$ cat src/rtl/dack_pkg.sv
package dack_pkg;

    typedef enum logic {
        WIN_IDLE = 1'b0,
        WIN_OPEN = 1'b1
    } win_state_t;

    typedef struct packed {
        win_state_t state;
        logic       pend;
        logic       start_q;
    } win_reg_t;

    localparam win_reg_t WIN_RESET = '{state: WIN_IDLE, pend: 1'b0, start_q: 1'b0};

    function automatic int unsigned clamp_range(input int unsigned v,
                                                input int unsigned lo,
                                                input int unsigned hi);
        if (v < lo) return lo;
        if (v > hi) return hi;
        return v;
    endfunction

endpackage

$ cat src/rtl/dack_window.sv
module dack_window
    import dack_pkg::*;
(
    input  logic clk,
    input  logic rst,
    input  logic start,
    input  logic eop,
    input  logic req,
    output logic win_open,
    output logic pend,
    output logic rise,
    output logic imm,
    output logic release_evt
);
    win_reg_t cur, nxt;
    logic     close;

    assign win_open    = (cur.state == WIN_OPEN);
    assign pend        = cur.pend;
    assign rise        = start & ~cur.start_q;
    assign close       = win_open & eop;
    assign imm         = req & ~win_open;
    assign release_evt = close & (cur.pend | req);

    always_comb begin
        nxt         = cur;
        nxt.start_q = start;
        unique case (cur.state)
            WIN_IDLE: begin
                if (rise) begin
                    nxt.state = WIN_OPEN;
                    nxt.pend  = 1'b0;
                end
            end
            WIN_OPEN: begin
                if (eop) begin
                    nxt.state = WIN_IDLE;
                    nxt.pend  = 1'b0;
                end else if (req) begin
                    nxt.pend  = 1'b1;
                end
            end
            default: nxt = WIN_RESET;
        endcase
    end

    always_ff @(posedge clk) begin
        if (rst) cur <= WIN_RESET;
        else     cur <= nxt;
    end
endmodule

$ cat src/rtl/dack_release.sv
module dack_release #(
    parameter int CW = 4
) (
    input  logic          clk,
    input  logic          rst,
    input  logic          load,
    input  logic [CW-1:0] dly,
    output logic          fire
);
    localparam logic [CW-1:0] ONE = CW'(1);

    logic [CW-1:0] cnt;

    assign fire = (load && dly == ONE) || (cnt == ONE);

    always_ff @(posedge clk) begin
        if (rst) begin
            cnt <= '0;
        end else if (load) begin
            cnt <= (dly == ONE) ? '0 : dly - ONE;
        end else if (cnt != '0) begin
            cnt <= cnt - ONE;
        end
    end
endmodule

$ cat src/rtl/deferred_ack.sv
module deferred_ack
    import dack_pkg::*;
#(
    parameter int DLY_W   = 4,
    parameter int DLY_MIN = 1,
    parameter int DLY_MAX = 10
) (
    input  logic             clk,
    input  logic             rst,
    input  logic             start,
    input  logic             eop,
    input  logic             req,
    input  logic [DLY_W-1:0] rel_dly,
    output logic             ack
);
    localparam int unsigned LO = (DLY_MIN < 1) ? 1 : DLY_MIN;
    localparam int unsigned HI = (DLY_MAX < LO) ? LO : DLY_MAX;

    logic             win_open, pend, rise, imm, load, fire;
    logic [DLY_W-1:0] dly_eff;
    logic             ack_q;

    always_comb dly_eff = DLY_W'(clamp_range(int'(rel_dly), LO, HI));

    dack_window u_win (
        .clk         (clk),
        .rst         (rst),
        .start       (start),
        .eop         (eop),
        .req         (req),
        .win_open    (win_open),
        .pend        (pend),
        .rise        (rise),
        .imm         (imm),
        .release_evt (load)
    );

    dack_release #(.CW(DLY_W)) u_rel (
        .clk  (clk),
        .rst  (rst),
        .load (load),
        .dly  (dly_eff),
        .fire (fire)
    );

    always_ff @(posedge clk) begin
        if (rst) ack_q <= 1'b0;
        else     ack_q <= imm | fire;
    end

    assign ack = ack_q;
endmodule

$ cat config.mk
export PLATFORM = sky130hd
export DESIGN_NAME = deferred_ack
export DESIGN_NICKNAME = d
export VERILOG_FILES = /design/src/rtl/dack_pkg.sv /design/src/rtl/dack_window.sv /design/src/rtl/dack_release.sv /design/src/rtl/deferred_ack.sv
export SDC_FILE = /design/constraint.sdc
export NUM_CORES = 1
export LEC_CHECK = 0
export CAP_MARGIN = 20
export CORE_AREA = 2 2 39 41
export DETAILED_ROUTE_END_ITERATION = 8
export DIE_AREA = 0 0 41 43
export MAX_ROUTING_LAYER = met4
export PLACE_DENSITY_LB_ADDON = 0.25
export SYNTH_ARGS = -nofsm -noshare
export SYNTH_HDL_FRONTEND = slang
export SYNTH_SLANG_ARGS = --single-unit
$ cat constraint.sdc
create_clock -name clk -period 2.47 [get_ports clk]
set_input_delay 0.494 -clock clk [delete_from_list [all_inputs] [get_ports clk]]
set_output_delay 0.494 -clock clk [all_outputs]
set_load 0.01 [all_outputs]
==> impl_results.md, run 1 <==
- Status: finished, final reports clean
- Router iterations before antenna repair: 4
- Initial DRC count: 7
- Period utilization: approximately 86%
- Biggest area consumer among synthesized cells: dfxtp_1
- Final core occ: approximately 45%
- Post-synth net total: 72
- Hold WC Path Type: flop to flop
- DRT antenna net count: 0
- Syn avg cell area: around 8.5 um^2
- Worst-Margin Slew: 0.367 ns
- Max-slew violation count: 0
- Synth Area in XOR/XNOR: under 10%
- Yosys warning count: 0
- Hold Path Depth: 3
- Most instantiated cells after synthesis: 8 x dfxtp_1, 7 x nor2_1, 6 x inv_1
- Critical path class: input port to flop
- Synthesized instance count: 58
- Row Count: 14
- Vias per cell: slightly above 5
- Worst skew pair latency: approximately 0.25 ns
- Main synth FF type: dfxtp_1
- Setup tns final: 0 ns
- Yosys cell types: 25
- Setup crit end kind: flop
- Min Tclk post-route: about 2.1 ns
- Final WL: 915 um
- Largest net degree at the start of global routing: 9
- Async SR Flop Fraction: 0%
- Synthesis-to-finish area growth: 27.8%
- Worst-path clk slew: roughly 0.060 ns
- # port buffers: 9
- Clock root buffer: clkbuf_4
- Initial Util: between 30% and 40%
- Clock H-tree levels: 1
- Placer Congestion: a little over 0.7
- Final setup violating endpoints: 0
- Die height: 43 um
- Post-synth EDFFs: 0
- Core area: 1380 um^2
- Via count: approximately 440
- Final hold violations: 0
- PD cells: about 850 nW/um^2
- #FFs+latches synth: 8
- Post-DP HPWL: 723 um
- TritonCTS clock tree: built
- Count leader, synth: dfxtp_1
- DRC violations left: 0
- Startpoint types: input port
- Fmax: ~470 MHz
- Die Wd: around 40 um
- CTS buffer count: 3
- Die area: 1760 um^2
- CTS max path bufs: 2
- Max FO, Critical Path: 3
- Post-synthesis compound-gate area fraction: a little over a fifth
- Simple-gate share of the synthesized area: between 20% and 30%
- Avg WL per Cell: roughly 11 um
- Max-cap violations: 0
- Top-area cell type share of the netlist area: between 30% and 40%
- Largest family of logic cells by synthesized area: compound AO/OA/AOI/OAI gates
- Sequential-to-total area share from yosys stat: between 30% and 40%
- CP arrival: roughly 2.3 ns
- IO Pins: 10
- N_diodes: 0
- Post-cts gate resize count: 0
- Relative slew slack: roughly 75%
- Initial antenna violation count: 0
- Setup bufs post-CTS: 0
- Vias in the first global route: 414
- First-pass GRT wire length: around 1600 um
- Final #Nets: 86
- Synth Area in Adders: around 15%
- Worst Path Required: approximately 2.6 ns
- Mux cell area share after synthesis: under 10%
- FF-to-FF path depth: 6
- Fin Clk Skew: 0.00317 ns
- RSZ-0062 raised after global routing: false
- Area contributors post-synth: dfxtp_1 33%, ha_1 13%, nor2_1 5.4%
- Overall power: 0.000530 W
- VDD IR max: approximately 0.37 mV
- Post-Syn Area: roughly 490 um^2
- Grt ovf: 0
- Num Clock Sinks: 8
- Hold-fix buffers at CTS: 0
- Layout cells sized above 1: between 10% and 20%
- Lkg Pwr: about 0.27 nW
- GR Util All Layers: 14.4%
-- path summary, 6_finish.rpt --
check | start | slack, ns | end
worst min-delay path | u_win.cur[0] | 0.51 | u_win.win_open
worst min register to register | u_win.cur[0] | 0.51 | u_win.win_open
worst max-delay path | rel_dly[2] | 0.35 | u_rel.cnt[0]
worst max register to register | u_rel.cnt[0] | 0.97 | u_rel.cnt[0]
-- flip-flops by register name, summed over array words and instances (netlist names) --
signal          count
u_win.cur           1
u_rel.cnt           4
ack                 1
u_win.pend          1
u_win.win_open      1
-- critical path, cell delays in order --
cell             delay (ns)
clkdlybuf4s50_1        0.41
or2_1                  0.25
maj3_2                 0.33
inv_1                  0.06
ha_1                   0.15
nor3b_1                0.27
nor2_1                 0.07
a22oi_1                0.15
nor2_1                 0.05
-- layout by cell type, fill, tap and decap left out --
cell,count
or3b_4,1
mux2_2,1
maj3_2,1
o21ai_0,2
or2_1,1
buf_4,1
a21oi_1,5
o211a_1,1
nand2_1,4
nand2b_1,1
nor2b_1,2
o211ai_1,3
a311oi_1,1
clkbuf_4,3
a2bb2oi_1,1
xor2_1,1
xnor2_1,1
nor3_1,1
inv_1,6
clkdlybuf4s50_1,9
dfxtp_1,8
a22oi_1,1
ha_1,5
a222oi_1,1
or3b_1,1
nor3b_1,1
nor2_1,7
-- per-layer routing --
layer / track usage [%] / part of all wire (%) / vias up
met1: 15.2 / 49 / 197
met2: 20.6 / 44 / 11
met4: 14.0 / 4.6 / 0
met5: - / 0 / -
li1: - / - / 232
met3: 3.14 / 2.8 / 4
-- stage by stage --
stage / cells / setup slack (ns) / instance area (um^2) / hold WS [ns]
4_1_cts: 86 / 0.344 / 627 / 0.517
3_3_place_gp: 83 / 0.0963 / 604 / 0.502
3_5_place_dp: 83 / 0.0782 / 604 / 0.507
2_1_floorplan: 58 / 0.580 / 490 / 0.479
5_1_grt: 86 / 0.224 / 627 / 0.549
6_report: 86 / 0.350 / 627 / 0.514
-- final cells by class --
class                           instances  area (um^2)
Fill cell                             152          757
Timing Repair Buffer                   10         97.6
Multi-Input combinational cell         43          304
Sequential cell                         8          160
Clock buffer                            3         22.5
Inverter                                6         22.5
Tap cell                               16         20.0
-- report_power, final --
part	total (W)	internal [W]	leakage, nW	switching [W]
clock network	0.000101	0.0000557	0.0138	0.0000454
logic	0.000242	0.000137	0.191	0.000105
registers	0.000187	0.000162	0.0662	0.0000253
-- logic make-up (layout without fill, tap and decap cells) --
logic type / Yosys count / count (layout)
AND/OR/NAND/NOR: 19 / 19
flip-flops: 8 / 8
multiplexers: 1 / 1
XOR/XNOR: 2 / 2
AO/OA/AOI/OAI: 15 / 15
adder cells (fa/ha/maj): 6 / 6
buffers and inverters: 7 / 19
(Power assumes the default switching activity.)
==> run 2: changes to the inputs <==
- CTS_CLUSTER_DIAMETER: default -> 50
==> results of run 2 <==
Same layout as run 1: the final DEF is identical, and so are final timing and power.
==> run 3: changes to the inputs <==
- RECOVER_POWER: default -> 50
==> impl_results.md, run 3 (same netlist as run 1, synthesis figures left out) <==
- Status: finished, final reports clean
- Vias in the first global route: around 410
- CP arrival: between 2 and 2.5 ns
- Clock H-tree levels: 1
- Final WL: 915 um
- RSZ-0062 raised after global routing: false
- First-pass GRT wire length: approximately 1600 um
- Die Wd: 41 um
- Max-slew violation count: 0
- Grt ovf: 0
- Num Clock Sinks: 8
- Initial antenna violation count: 0
- Area after DPL: 604 um^2
- Largest Register: u_rel.cnt
- Hold Path Depth: 3
- # port buffers: 9
- Router iterations before antenna repair: 4
- Initial Util: 35.4%
- Final #Nets: 86
- Period utilization: a little under nine tenths
- Relative slew slack: between 70% and 80%
- Avg WL per Cell: between 10 and 15 um
- Die height: roughly 43 um
- IO Pins: 10
- Setup bufs post-CTS: 0
- Fin Clk Skew: approximately 0.0032 ns
- N_diodes: 0
- Final Cell Area: 627 um^2
- Layout cells sized above 1: roughly 10%
- CP Buf/Inv Count: 2
- Placement Setup Slack: a little under 0.08 ns
- Top delay family on crit path: simple AND/OR/NAND/NOR gates
- Lkg Pwr: ~0.27 nW
- Post-cts gate resize count: 0
- TritonCTS clock tree: built
- Critical path class: input port to flop
- Largest net degree at the start of global routing: 9
- Initial DRC count: 7
- Most common cell after layout, fill and taps aside: dfxtp_1
- Worst reg-to-reg setup slack: 0.97 ns
- Critical Path Slowest Stage Cell: clkdlybuf4s50_1
- Fill count: 152
- Setup crit end kind: flop
- Hold Crit Endpoint: u_win.win_open
- VDD IR max: about 0.37 mV
- R2R Path End: u_rel.cnt[0]
- Synthesis-to-finish area growth: 27.8%
- Die area: 1760 um^2
- Worst-path clk slew: approximately 0.060 ns
- RR Startpoint: u_rel.cnt[0]
- GR Util All Layers: 14.4%
- CTS max path bufs: 2
- Placer Congestion: around 0.7
- Min Tclk post-route: roughly 2.1 ns
- CTS buffer count: 3
- Crit-path cells: clkdlybuf4s50_1 > or2_1 > maj3_2 > inv_1 > ha_1 > nor3b_1 > nor2_1 > a22oi_1 > nor2_1
- Row Count: 14
- Overall power: between 0.0005 and 0.0006 W
- Worst Path Required: between 2 and 3 ns
- Max FO, Critical Path: 3
- Critical path's most frequent cell: nor2_1
- FF-to-FF path depth: 6
- Hold path start: u_win.cur[0]
- Max-cap violations: 0
- Post-DP HPWL: between 700 and 800 um
- Via count: between 400 and 500
- Max reg flops: 4
- Clock root buffer: clkbuf_4
- Worst skew pair latency: 0.25 ns
- Core area: 1380 um^2
- Setup tns final: 0 ns
- Worst-Margin Slew: roughly 0.37 ns
- Hold WC Path Type: flop to flop
- Final hold violations: 0
- Startpoint types: input port
- Hold-fix buffers at CTS: 0
- Leading cell types in the layout, fill and taps excluded: 8 x dfxtp_1, 7 x nor2_1, 6 x inv_1, 6 x clkdlybuf4s50_1
- PD cells: 845 nW/um^2
- Fmax: 472 MHz
- DRT antenna net count: 0
- DRC violations left: 0
- Critical path's largest stage delay: between 0.4 and 0.5 ns
- Final setup violating endpoints: 0
- Vias per cell: between 5 and 6
- Post-route setup slack: approximately 0.35 ns
==> run 3: cell type report <==
cell class	count	area, um^2	share of cell area (%)
inverters	6	22.5	3.59
clock buffers	3	22.5	3.59
repair buffers	10	97.6	15.6
multi-input cells	43	304	48.5
well taps	16	20.0	3.19
flip-flops and latches	8	160	25.5
==> run 3: routing by layer <==
| metal | vias up | GRT usage (%) | wire [um] |
|---|---|---|---|
| met5 | - | - | 0 |
| met4 | 0 | 14.0 | 42 |
| met3 | 4 | 3.14 | 26 |
| met2 | 11 | 20.6 | 401 |
| met1 | 197 | 15.2 | 444 |
| li1 | 232 | - | - |
==> run 3: power by group <==
part,leakage (nW),switching [W],internal (W)
combinational,0.192,0.000105,0.000136
sequential,0.0662,0.0000253,0.000162
clock,0.0138,0.0000454,0.0000557
total,0.272,0.000176,0.000354
==> run 3: worst max-delay path by stage <==
stage,from,to,slack (ns),depth (start not counted)
after floorplan,rel_dly[2],u_rel.cnt[2],0.58,5
after global placement,rel_dly[2],u_rel.cnt[0],0.1,9
after detailed placement,rel_dly[2],u_rel.cnt[0],0.08,9
after CTS,rel_dly[2],u_rel.cnt[0],0.34,9
after global routing,rel_dly[2],u_rel.cnt[0],0.22,9
final,rel_dly[2],u_rel.cnt[0],0.35,9
==> run 3: tightest hold or removal path, cell delays in order, from the launching register on <==
cell and delay (ns):
dfxtp_1 0.30, nor2b_1 0.05, nand2_1 0.06, a21oi_1 0.05
==> run 3: through the flow <==
step                      utilization (%)  hold slack (ns)  cells
after floorplan                         -            0.479     58
after global placement               43.7            0.502     83
after detailed placement             43.7            0.507     83
after CTS                            45.3            0.517     86
after global routing                 45.3            0.549     86
final                                45.3            0.514     86
